<file path="src/rtl/dram_pkg.sv">
package dram_pkg;
  typedef enum logic [3:0] {
    ST_IDLE, ST_ROW, ST_RAS, ST_COL, ST_CAS, ST_PRE,
    ST_RROW, ST_RRAS, ST_RPRE
  } seq_state_e;
endpackage

</file>
<file path="src/rtl/dram_refresh_timer.sv">
module dram_refresh_timer #(
  parameter int PERIOD = 3780
) (
  input  logic clk,
  input  logic rst_n,
  input  logic ack,
  output logic req
);
  localparam int CNT_W = (PERIOD > 2) ? $clog2(PERIOD) : 1;

  logic [CNT_W-1:0] cnt_q, cnt_d;
  logic             req_q, req_d;
  logic             wrap;

  assign wrap = (cnt_q == '0);

  always_comb begin
    cnt_d = wrap ? CNT_W'(PERIOD - 1) : cnt_q - 1'b1;
    req_d = req_q;
    if (ack)  req_d = 1'b0;
    if (wrap) req_d = 1'b1;
  end

  always_ff @(posedge clk or negedge rst_n) begin
    if (!rst_n) begin
      cnt_q <= CNT_W'(PERIOD - 1);
      req_q <= 1'b0;
    end else begin
      cnt_q <= cnt_d;
      req_q <= req_d;
    end
  end

  assign req = req_q;
endmodule

</file>
<file path="src/rtl/dram_parity.sv">
module dram_parity #(
  parameter int DATA_W = 8
) (
  input  logic [DATA_W-1:0] wr_data,
  output logic [DATA_W:0]   wr_word,
  input  logic [DATA_W:0]   rd_word,
  output logic              rd_ok
);
  // odd parity over the stored nine-bit word
  assign wr_word = {~^wr_data, wr_data};
  assign rd_ok   = ^rd_word;
endmodule

</file>
<file path="src/rtl/dram_seq.sv">
module dram_seq
  import dram_pkg::*;
#(
  parameter int BANKS  = 4,
  parameter int MA_W   = 8,
  parameter int BANK_W = 2
) (
  input  logic              clk,
  input  logic              rst_n,
  input  logic              cmd_go,
  input  logic              cmd_wr,
  input  logic              cmd_active,
  input  logic [BANK_W-1:0] bank_in,
  input  logic [MA_W-1:0]   row_in,
  input  logic [MA_W-1:0]   col_in,
  input  logic              ref_dack,
  output logic              accept,
  output logic              rd_done,
  output logic [MA_W-1:0]   ma,
  output logic [BANKS-1:0]  ras_n,
  output logic [BANKS-1:0]  cas_n,
  output logic              we_n
);
  seq_state_e        state_q, state_d;
  logic [BANK_W-1:0] bank_q;
  logic [MA_W-1:0]   row_q, col_q, ref_row_q;
  logic              wr_q, dack_q, pend_q, pend_d;
  logic              dack_rise, start_ref, row_inc;
  logic [BANKS-1:0]  bank_sel;

  assign dack_rise = ref_dack & ~dack_q;
  assign start_ref = (state_q == ST_IDLE) & (pend_q | dack_rise);
  assign accept    = (state_q == ST_IDLE) & ~(pend_q | dack_rise) & cmd_go;
  assign pend_d    = (pend_q | dack_rise) & (state_q != ST_IDLE);
  assign row_inc   = (state_q == ST_RRAS);
  assign rd_done   = (state_q == ST_CAS) & ~cmd_active & ~wr_q;

  always_comb begin
    state_d = state_q;
    unique case (state_q)
      ST_IDLE: if (start_ref) state_d = ST_RROW;
               else if (cmd_go) state_d = ST_ROW;
      ST_ROW:  state_d = ST_RAS;
      ST_RAS:  state_d = ST_COL;
      ST_COL:  state_d = ST_CAS;
      ST_CAS:  if (!cmd_active) state_d = ST_PRE;
      ST_PRE:  state_d = ST_IDLE;
      ST_RROW: state_d = ST_RRAS;
      ST_RRAS: state_d = ST_RPRE;
      ST_RPRE: state_d = ST_IDLE;
      default: state_d = ST_IDLE;
    endcase
  end

  always_ff @(posedge clk or negedge rst_n) begin
    if (!rst_n) begin
      state_q   <= ST_IDLE;
      dack_q    <= 1'b0;
      pend_q    <= 1'b0;
      ref_row_q <= '0;
    end else begin
      state_q <= state_d;
      dack_q  <= ref_dack;
      pend_q  <= pend_d;
      if (row_inc) ref_row_q <= ref_row_q + 1'b1;
    end
  end

  always_ff @(posedge clk or negedge rst_n) begin
    if (!rst_n) begin
      bank_q <= '0;
      row_q  <= '0;
      col_q  <= '0;
      wr_q   <= 1'b0;
    end else if (accept) begin
      bank_q <= bank_in;
      row_q  <= row_in;
      col_q  <= col_in;
      wr_q   <= cmd_wr;
    end
  end

  for (genvar g = 0; g < BANKS; g++) begin : g_sel
    assign bank_sel[g] = (bank_q == BANK_W'(g));
  end

  always_comb begin
    ma    = '0;
    ras_n = '1;
    cas_n = '1;
    we_n  = 1'b1;
    unique case (state_q)
      ST_ROW:  ma = row_q;
      ST_RAS:  begin ma = row_q; ras_n = ~bank_sel; end
      ST_COL:  begin ma = col_q; ras_n = ~bank_sel; we_n = ~wr_q; end
      ST_CAS:  begin ma = col_q; ras_n = ~bank_sel; cas_n = ~bank_sel; we_n = ~wr_q; end
      ST_RROW: ma = ref_row_q;
      ST_RRAS: begin ma = ref_row_q; ras_n = '0; end
      default: ;
    endcase
  end
endmodule

</file>
<file path="src/rtl/dram_bank_ctl.sv">
module dram_bank_ctl #(
  parameter int ADDR_W         = 20,
  parameter int DATA_W         = 8,
  parameter int BANKS          = 4,
  parameter int MA_W           = 8,
  parameter int REFRESH_PERIOD = 3780
) (
  input  logic              clk,
  input  logic              rst_n,
  input  logic              mem_rd,
  input  logic              mem_wr,
  input  logic [ADDR_W-1:0] addr,
  input  logic [DATA_W-1:0] wdata,
  output logic [DATA_W-1:0] rdata,
  output logic              par_err,
  output logic [MA_W-1:0]   ma,
  output logic [BANKS-1:0]  ras_n,
  output logic [BANKS-1:0]  cas_n,
  output logic              we_n,
  output logic [DATA_W:0]   md_out,
  input  logic [DATA_W:0]   md_in,
  output logic              refresh_req,
  input  logic              refresh_dack
);
  localparam int BANK_W = $clog2(BANKS);
  localparam int IN_W   = 2 * MA_W;
  localparam int TOP_LO = IN_W + BANK_W;

  logic [1:0]        rst_sync_q;
  logic              rst_n_s;
  logic              cmd_active, in_range, cmd_go, accept, rd_done, rd_ok;
  logic [DATA_W-1:0] wdata_q, rdata_q;
  logic              par_err_q;

  always_ff @(posedge clk or negedge rst_n) begin
    if (!rst_n) rst_sync_q <= 2'b00;
    else        rst_sync_q <= {rst_sync_q[0], 1'b1};
  end
  assign rst_n_s = rst_sync_q[1];

  assign cmd_active = mem_rd | mem_wr;
  assign in_range   = (addr[ADDR_W-1:TOP_LO] == '0);
  assign cmd_go     = cmd_active & in_range;

  dram_seq #(.BANKS(BANKS), .MA_W(MA_W), .BANK_W(BANK_W)) u_seq (
    .clk(clk), .rst_n(rst_n_s),
    .cmd_go(cmd_go), .cmd_wr(mem_wr), .cmd_active(cmd_active),
    .bank_in(addr[TOP_LO-1:IN_W]), .row_in(addr[IN_W-1:MA_W]),
    .col_in(addr[MA_W-1:0]), .ref_dack(refresh_dack),
    .accept(accept), .rd_done(rd_done),
    .ma(ma), .ras_n(ras_n), .cas_n(cas_n), .we_n(we_n)
  );

  dram_refresh_timer #(.PERIOD(REFRESH_PERIOD)) u_tmr (
    .clk(clk), .rst_n(rst_n_s), .ack(refresh_dack), .req(refresh_req)
  );

  dram_parity #(.DATA_W(DATA_W)) u_par (
    .wr_data(wdata_q), .wr_word(md_out), .rd_word(md_in), .rd_ok(rd_ok)
  );

  always_ff @(posedge clk or negedge rst_n_s) begin
    if (!rst_n_s) wdata_q <= '0;
    else if (accept) wdata_q <= wdata;
  end

  always_ff @(posedge clk or negedge rst_n_s) begin
    if (!rst_n_s) begin
      rdata_q   <= '0;
      par_err_q <= 1'b0;
    end else begin
      if (rd_done) rdata_q <= md_in[DATA_W-1:0];
      par_err_q <= rd_done & ~rd_ok;
    end
  end

  assign rdata   = rdata_q;
  assign par_err = par_err_q;
endmodule

</file>
<file path="config.mk">
export PLATFORM = sky130hd
export DESIGN_NAME = dram_bank_ctl
export DESIGN_NICKNAME = d
export VERILOG_FILES = /design/src/rtl/dram_pkg.sv /design/src/rtl/dram_refresh_timer.sv /design/src/rtl/dram_parity.sv /design/src/rtl/dram_seq.sv /design/src/rtl/dram_bank_ctl.sv
export SDC_FILE = /design/constraint.sdc
export NUM_CORES = 1
export LEC_CHECK = 0
export ABC_AREA = 1
export BUFFER_PORTS_ARGS = -buffer_cell sky130_fd_sc_hd__clkbuf_2
export CORE_ASPECT_RATIO = 1.4
export CORE_UTILIZATION = 38
export DETAILED_ROUTE_END_ITERATION = 8
export SYNTH_ARGS = -nofsm -noshare
export SYNTH_HDL_FRONTEND = slang
export SYNTH_SLANG_ARGS = --single-unit
</file>
<file path="constraint.sdc">
create_clock -name clk -period 3.7 [get_ports clk]
set_input_delay 0.74 -clock clk [delete_from_list [all_inputs] [get_ports clk]]
set_output_delay 0.74 -clock clk [all_outputs]
set_load 0.005 [all_outputs]
</file>
==> metrics.txt, run 1 <==
status=finished, final reports clean; flops & latches, synth=65; cell count after synthesis=about 400; mapped cell area=around 3300 µm²; crit path cell chain=nor2_4 -> inv_1 -> o21ai_1 -> nor2_1 -> nand2_1 -> o21ai_0 -> clkbuf_2; # DRC=0; clk root buf=clkbuf_16; CP startpoint kind=register; Critical Path Max Stage Delay=about 0.66 ns; leading area contributor after synthesis=dfrtp_1; mux share of post-synthesis cell area=0%; fmax=333.3 MHz; drt pass-1 iters=5; CTS tree=built; Setup crit start=u_seq.state_q[3]$_DFFE_PN0P_; Routed Antenna Nets=0; total CTS buffers=9; reg2reg path depth=6; Slew Limit Fails=0; fillers=around 840; area of the multi-input gates=1433 µm²; Yosys top cell area share=between 40% and 50%; routability cong.=between 0.8 and 0.9; Clock Latency Late Sink=0.33 ns; # IOs=78; Synth area leaders=dfrtp_1 (45%), nand2_1 (18%), nand3_1 (6.5%); post-synthesis xor/xnor area fraction=about 4.6%; vias in the first global route=roughly 2,800; WP buf/inv=2; minimum clock period=roughly 3.0 ns; layout cells sized above 1=23.98%; All-Layer GR Usage=18.11%; Setup Viol. Count Final=0; # Max-Cap Violations=0; clock tree buffer depth=2; Worst Setup End Kind=output pin; Syn. warnings=0; initial core utilization=between 30% and 40%; final instance area=4003 µm²; Post-Syn Nets=448; Power per Cell Area=around 750 nW/µm²; syn_area_per_cell=between 8 and 9 µm²; register area=1637 µm²; Post-synth EDFFs=0; complex-gate fraction of the synthesized area=3.694%; area of the core=8247 µm²; final clock period utilization by the worst path=between 80% and 90%; worst clock skew=about 0.0081 ns; Primary FF master, synth=dfrtp_1; Chip Width=80.18 µm; Worst slew margin=35.48%; Max VDD drop=approximately 0.33 mV; Post-Synth Adder-Cell Area=roughly 1.2%; CP max stage cell=o21ai_1; Via density=approximately 4.8; CP max FO=12; H-tree depth=3; die footprint=slightly below 9000 µm²; Simple-Gate Fraction of Synth Area=34.51%; Layout Cells excl Fill=590; placed cell area=between 3000 and 4000 µm²; RSZ-0062 raised after global routing=false; final wirelength=~7300 µm; sequential area share after synthesis=about half; Die Span Y=approximately 110 µm; post-CTS setup buffer count=0; antenna violations before repair=0; final hold violations=0; worst path required time=about 3.0 ns; largest net degree at the start of global routing=36; Sinks on Clock Net=65; clock-pin transition on the worst setup and hold timing paths=around 0.050 ns; crit path DAT=between 2 and 2.5 ns; setup ws final=0.7001 ns; setup tns final=0 ns; RR Endpoint=u_seq.bank_q[0]$_DFFE_PN0P_; gr ovfl total=0; largest family of logic cells by synthesized area=simple AND/OR/NAND/NOR gates; Worst Hold Class=in2async; via count=about 2,800; Antenna diodes=0; R2R setup slack=between 1.5 and 2 ns; placed insts=roughly 570; Lkg Pwr=2.178 nW; dpl ws=between 1 and 1.5 ns; # port buffers=77; kind of critical path=reg2out; Async S/R FF share, synth=100.0%; # rows=39; Starting DRT DRC Count=between 100 and 150; Final #Nets=528; Layout area overhead=23.09%; power after layout=slightly above 3 mW; cts repair resizes=0; first-pass GRT wire length=12,320 µm; # hold bufs at CTS=0; CP delay by family, top=compound AO/OA/AOI/OAI gates; Slew @ Worst Pin=just under 1 ns; final HPWL from detailed placement=about 5600 µm; post-DR wirelength/cell=12.45 µm; Worst R2R Start=u_seq.state_q[3]$_DFFE_PN0P_; synth unique cells=32
==> sequential cells by signal, indices dropped and copies added (netlist names) <==
name             count
u_tmr.req            1
u_tmr.cnt_q         12
wdata_q              8
u_seq.dack_q         1
u_seq.wr_q           1
u_seq.row_q          8
u_seq.ref_row_q      8
rst_sync_q           2
rdata                8
u_seq.col_q          8
u_seq.bank_q         2
u_seq.pend_q         1
par_err              1
u_seq.state_q        4
==> layout make-up <==
class                      count  area share, %
clock buffer                  11          5.814
clock inverter                 5          1.407
inverter                      33          3.095
multi-input combinational    296          35.79
sequential                    65          40.89
tap                          102          3.188
timing repair buffer          78          9.816
==> synth_stat cells (3+ instances only) <==
| master | n |
|---|---|
| nand2_1 | 156 |
| dfrtp_1 | 58 |
| nand3_1 | 42 |
| inv_1 | 31 |
| nor2_1 | 29 |
| xnor2_1 | 10 |
| o21ai_1 | 9 |
| dfstp_2 | 7 |
| nor3_1 | 7 |
| xor2_1 | 7 |
| a21oi_1 | 5 |
| o21ai_0 | 5 |
| buf_2 | 3 |
| buf_6 | 3 |
| clkbuf_1 | 3 |
| ha_1 | 3 |
| nand3b_1 | 3 |
| nor2_4 | 3 |
==> logic make-up after synthesis <==
family	Yosys count
simple gates	253
flops	65
buf+inv	42
compound gates	22
xor+xnor	17
fa+ha+maj	3
other cells	1
==> through the flow <==
step           hold slack, ns  util, %
2_1_floorplan          0.3312        -
3_3_place_gp           0.3252    45.03
3_5_place_dp           0.3188    45.03
4_1_cts                0.1828    48.54
5_1_grt                0.1774    48.54
6_report               0.1870    48.54
==> cell usage in the layout, fill, tap and decap left out, types with 5 or more instances in the layout <==
cell | netlist | final
dfrtp_1 | 58 | 57
clkbuf_2 | 0 | 77
o21ai_0 | 5 | 5
nor2_1 | 29 | 29
nand2_1 | 156 | 156
inv_1 | 31 | 31
nand3_1 | 42 | 42
xnor2_1 | 10 | 10
a21oi_1 | 5 | 5
dfstp_2 | 7 | 7
o21ai_1 | 9 | 9
clkbuf_16 | 0 | 9
nor3_1 | 7 | 7
xor2_1 | 7 | 7
==> per-layer routing <==
layer	track usage, %	share of wire, %	vias to the layer above
li1	-	-	1434
met2	32.25	52	58
met5	0	0	-
met3	4.590	4.7	14
met1	19.46	41	1302
met4	8.810	2.1	0
==> power breakdown <==
part | switching, mW | leakage (nW) | internal (mW)
logic | 0.603 | 1.23 | 0.462
registers | 0.191 | 0.810 | 0.945
clock network | 0.298 | 0.139 | 0.520
==> worst max-delay path by stage <==
stage	to	slack (ns)	cells past startpoint
floorplan	par_err$_DFF_PN0_	1.77	0
global placement	u_seq.bank_q[0]$_DFFE_PN0P_	1.06	6
detailed placement	u_seq.bank_q[0]$_DFFE_PN0P_	1.02	6
CTS	ras_n[1]	0.69	7
global route	ras_n[1]	0.51	7
finish	ras_n[1]	0.70	7
Note: power is estimated with default switching activity, not from simulation.
==> inputs of run 2 (changes only) <==
==> constraint.sdc (replaced) <==
create_clock -name clk -period 2.4 [get_ports clk]
set_input_delay 0.48 -clock clk [delete_from_list [all_inputs] [get_ports clk]]
set_output_delay 0.48 -clock clk [all_outputs]
set_load 0.005 [all_outputs]
==> run 2 against run 1 <==
Compared with the run above:
- combinational power increased by 61%
- final area increased by 2.8%
- clock-buffer cell count decreased by 1
- flip-flop and latch count unchanged
- via count increased by 2.0%
- power increased by 64%
- critical path type unchanged
- worst hold slack improved by 0.023 ns
- non-clock buffer count increased by 2
- die area unchanged
==> metrics.txt, run 2 (synthesis gave the netlist of run 1 again) <==
Max VDD drop=roughly 0.66 mV; # DRC=0; Gate power share=about a third; Seq pwr share=35.3%; Slew Limit Fails=0; clock-pin transition on the worst setup and hold timing paths=~0.060 ns; crit path cell chain=nor2_4 -> nand2_1 -> o21ai_4 -> buf_4 -> nand2_1 -> nand3_1 -> clkbuf_2; antenna violations before repair=0; Worst slew margin=a little over two fifths; most used cell along the critical path=nand2_1; Clock Latency Late Sink=between 0.3 and 0.4 ns; switching portion of total power=35.17%; area of the multi-input gates=approximately 1500 µm²; routability cong.=around 0.78; # rows=39; hold slack final=about 0.21 ns; clk root buf=clkbuf_16; drt pass-1 iters=4; most frequent cells in the layout=nand2_1 (156), clkbuf_2 (77), dfrtp_1 (57), nand3_1 (42), inv_1 (31); Critical Path Max Stage Delay=around 0.43 ns; final hold violations=0; status=finished, final reports clean; final HPWL from detailed placement=between 5000 and 6000 µm; Worst R2R Start=u_seq.state_q[1]$_DFFE_PN0P_; H-tree depth=3; max reg flops=12; CTS tree=built; # Max-Cap Violations=0; post-DR wirelength/cell=13.22 µm; Antenna diodes=0; setup tns final=0 ns; Pint=between 3 and 4 mW; kind of critical path=reg2out; clock network power share=roughly 30%; Power per Cell Area=1206 nW/µm²; # IOs=a little under 80; power after layout=about 5.0 mW; crit path DAT=1.80 ns; Worst Setup End Kind=output pin; post-CTS setup buffer count=0; via count=2,865; clock tree buffer depth=2; total net switching power=1.747 mW; die footprint=8936 µm²; # port buffers=between 70 and 80; Setup Viol. Count Final=0; Setup crit start=u_seq.state_q[1]$_DFFE_PN0P_; Biggest register=u_tmr.cnt_q; Chip Width=around 80 µm; worst path required time=around 1.9 ns; first-pass GRT wire length=about 13,000 µm; Sinks on Clock Net=65; vias in the first global route=a little under 3,000; Lkg Pwr=around 2.2 nW; Final #Nets=approximately 530; Via density=between 4 and 5; fmax=between 400 and 500 MHz; worst clock skew=around 0.0058 ns; gr ovfl total=0; Routed Antenna Nets=0; initial core utilization=39.43%; final wirelength=~7800 µm; Layout area overhead=26.59%; Worst Hold Class=reg2async; area of the core=between 8000 and 9000 µm²; register area=~1600 µm²; Die Span Y=about 110 µm; final clock period utilization by the worst path=roughly 95%; fillers=around 810; most common cell after layout, fill and taps aside=nand2_1; Slew @ Worst Pin=between 0.8 and 0.9 ns; All-Layer GR Usage=about a fifth; Starting DRT DRC Count=around 110; CP startpoint kind=register; layout cells sized above 1=about a quarter; total CTS buffers=9; CP max FO=9; minimum clock period=around 2.3 ns; CP max stage cell=dfrtp_1; largest net degree at the start of global routing=46
## run 2: per-layer routing
metal	GRT usage (%)	wire length, µm	vias up
li1	-	-	1437
met1	21.21	3069	1358
met2	33.16	4244	59
met3	4.754	339	11
met4	9.286	184	0
met5	0	0	-
## run 2: cell type report
| type | count | area share [%] |
|---|---|---|
| multi-input cells | 297 | 35.47 |
| repair buffers | 80 | 10.27 |
| clock inverters | 6 | 2.827 |
| flip-flops and latches | 65 | 39.76 |
| well taps | 102 | 3.100 |
| inverters | 33 | 3.009 |
| clock buffers | 10 | 5.562 |
## run 2: repair_timing
item	in CTS	in global routing
endpoints found under the setup margin	0	13
resized for setup	0	3
endpoints found under the hold margin	2	0
hold buffers	1	0
## run 2: stage by stage
stage	util [%]	instances	area (µm²)	worst slack (ns)
detailed placement	45.27	575	3734	-0.1135
global placement	45.27	575	3734	0.009539
global route	49.92	593	4116	-0.01885
finish	49.92	593	4116	0.1237
CTS	49.58	592	4089	0.02030
floorplan	-	403	3252	0.4683
## run 2: path summary, 6_finish.rpt
kind	end	slack (ns)	depth (start not counted)
setup / recovery	ma[0]	0.12	7
hold / removal	u_seq.bank_q[0]$_DFFE_PN0P_	0.21	0
setup reg to reg	u_seq.bank_q[0]$_DFFE_PN0P_	0.47	6
hold reg to reg	u_seq.bank_q[0]$_DFFE_PN0P_	0.21	0
max in group asynchronous	u_tmr.cnt_q[0]$_DFF_PN1_	1.54	1
min in group clk	u_seq.dack_q$_DFF_PN0_	0.29	1
## run 2: power by group through the flow
stage	logic (mW)	clock network (mW)	registers [mW]
finish	1.72	1.50	1.75
CTS	1.71	1.52	1.75
global route	1.94	1.58	1.80
global placement	1.67	0	1.76
detailed placement	1.70	0	1.77
floorplan	1.06	0	1.72
## run 2: critical path, delay by kind of cell, from the launching register on
kind	cells	cell delay [ns]
buf+inv	2	0.33
flops	1	0.43
compound gates	1	0.14
simple gates	4	0.58
==> inputs of run 3 (changes only) <==
--- a/config.mk
+++ b/config.mk
@@ -10,6 +10,7 @@
 export CORE_ASPECT_RATIO = 1.4
 export CORE_UTILIZATION = 38
 export DETAILED_ROUTE_END_ITERATION = 8
+export SETUP_SLACK_MARGIN = 0.5
 export SYNTH_ARGS = -nofsm -noshare
 export SYNTH_HDL_FRONTEND = slang
 export SYNTH_SLANG_ARGS = --single-unit
==> run 3 against run 2 <==
Compared with the run above:
- non-clock buffer count grew 12
- flip-flop and latch count is the same
- via count grew 1.8%
- global-route usage grew 0.16 points
- clock power shrank 21%
- power grew 1.5%
==> metrics.txt, run 3 (synthesis gave the netlist of run 1 again) <==
status=finished, final reports clean; Setup Viol. Count Final=0; most frequent cells in the layout=nand2_1 (146), clkbuf_2 (76), dfrtp_1 (56), nand3_1 (34), inv_1 (29); die footprint=just under 9000 µm²; max reg flops=12; Layout area overhead=30.93%; final hold violations=0; hold slack final=between 0.2 and 0.25 ns; reg2reg path depth=8; All-Layer GR Usage=19.21%; worst clock skew=around 0.0064 ns; Via density=just under 5; # DRC=0; first-pass GRT wire length=about 13,000 µm; Critical Path Max Stage Delay=0.45 ns; worst path required time=~1.9 ns; area of the core=between 8000 and 9000 µm²; largest net degree at the start of global routing=30; post-DR wirelength/cell=12.71 µm; Antenna diodes=0; initial core utilization=39.43%; met1 GRT Util=20.34%; Sinks on Clock Net=65; Power per Cell Area=roughly 1200 nW/µm²; GRT Max-Usage Layer=met2; CP delay by family, top=flip-flops; crit path DAT=~1.7 ns; clock-pin transition on the worst setup and hold timing paths=0.06 ns; most used cell along the critical path=buf_12; fillers=778; R2R setup slack=0.57 ns; Clock Latency Late Sink=~0.33 ns; # Max-Cap Violations=0; Starting DRT DRC Count=between 100 and 150; kind of critical path=reg2out; RSZ-0062 raised after global routing=true; minimum clock period=between 2 and 2.5 ns; final clock period utilization by the worst path=between 80% and 90%; Worst Setup End Kind=output pin; dpl ws=-0.07759 ns; Slew Limit Fails=0; CTS tree=built; Chip Width=approximately 80 µm; final HPWL from detailed placement=about 5600 µm; layout cells sized above 1=a little under a third; Lkg Pwr=about 2.3 nW; crit path cell chain=nor2_4 -> inv_2 -> buf_12 -> nor3_4 -> buf_12 -> nand2_1 -> nand3_2 -> clkbuf_2; # port buffers=77; via count=2,916; Global Route met2 Usage=between 30 and 40%; Worst R2R Start=u_seq.state_q[3]$_DFFE_PN0P_; WP buf/inv=4; drt pass-1 iters=4; antenna violations before repair=0; Max VDD drop=approximately 0.56 mV; H-tree depth=3; RR Endpoint=u_seq.bank_q[0]$_DFFE_PN0P_; CP max FO=9; routability cong.=between 0.8 and 0.9; gr ovfl total=0; vias in the first global route=2,912; # IOs=78; area of the multi-input gates=roughly 1600 µm²; # rows=39; CP max stage cell=dfrtp_2; final wirelength=a little under 8000 µm; setup ws final=0.2625 ns; Biggest register=u_tmr.cnt_q; Die Span Y=~110 µm; Worst Hold Class=reg2async; fmax=between 400 and 500 MHz; Routed Antenna Nets=0; most common cell after layout, fill and taps aside=nand2_1; Final #Nets=543; Slew @ Worst Pin=between 0.9 and 1 ns; total CTS buffers=9; clock tree buffer depth=2; register area=around 1600 µm²; grt met3 use=4.098%; Worst slew margin=between 30% and 40%; CP startpoint kind=register; clk root buf=clkbuf_16
[run 3: changes by cell type in the layout (fill, tap and decap cells not counted), sizes merged]
cell,before,now
buf,2,15
bufinv,3,0
clkinv,3,4
clkinvlp,0,1
[run 3: routing by layer]
layer  vias to the layer above  part of all wire, %
li1                       1461                    -
met1                      1376                   39
met2                        61                   54
met3                        18                  3.9
met4                         0                  3.3
met5                         -                    0
[run 3: worst register-to-register path: cells and delay by family (launching register included)]
family / cells / cell delay, ns
AO/OA/AOI/OAI: 1 / 0.05
flip-flops: 1 / 0.45
AND/OR/NAND/NOR: 5 / 0.99
buffers and inverters: 2 / 0.23
[run 3: how the worst max path moves through the flow]
stage,slack [ns],startpoint,cells past startpoint,endpoint
after floorplan,0.77,u_seq.state_q[3]$_DFFE_PN0P_,6,ma[0]
after global placement,-0.03,mem_wr,6,u_seq.bank_q[0]$_DFFE_PN0P_
after detailed placement,-0.08,mem_wr,6,u_seq.bank_q[0]$_DFFE_PN0P_
after CTS,0.28,u_seq.state_q[3]$_DFFE_PN0P_,7,ras_n[3]
after global routing,0.19,u_seq.state_q[3]$_DFFE_PN0P_,8,ma[7]
final,0.26,u_seq.state_q[3]$_DFFE_PN0P_,8,ma[7]
[run 3: power by group]
part / switching [mW] / leakage, nW / internal, mW
clock: 0.459 / 0.135 / 0.722
sequential: 0.316 / 0.808 / 1.46
combinational: 1.08 / 1.38 / 1.01
total: 1.85 / 2.33 / 3.19
[run 3: stage by stage]
stage	total power [mW]	TNS, ns	cells	area [µm²]	util [%]
finish	5.041	0	605	4258	51.63
global route	5.396	0	605	4258	51.63
CTS	4.998	0	603	4219	51.16
detailed placement	3.454	-0.4128	576	3729	45.21
global placement	3.416	-0.06036	576	3729	45.21
floorplan	2.780	0	403	3253	-
[run 3: layout make-up]
| cell class | instances | share of cell area [%] |
|---|---|---|
| flip-flops and latches | 65 | 38.47 |
| multi-input cells | 297 | 36.59 |
| repair buffers | 92 | 12.61 |
| clock buffers | 11 | 5.701 |
| well taps | 102 | 2.997 |
| inverters | 33 | 2.909 |
| clock inverters | 5 | 0.7346 |
[run 3: timing repair]
item,CTS,global route
pin swaps,15,4
setup buffers,8,2
resized for setup,31,6
hold buffers,1,0
cloned,2,0
hold endpoints to repair,2,0
setup endpoints to repair,41,14
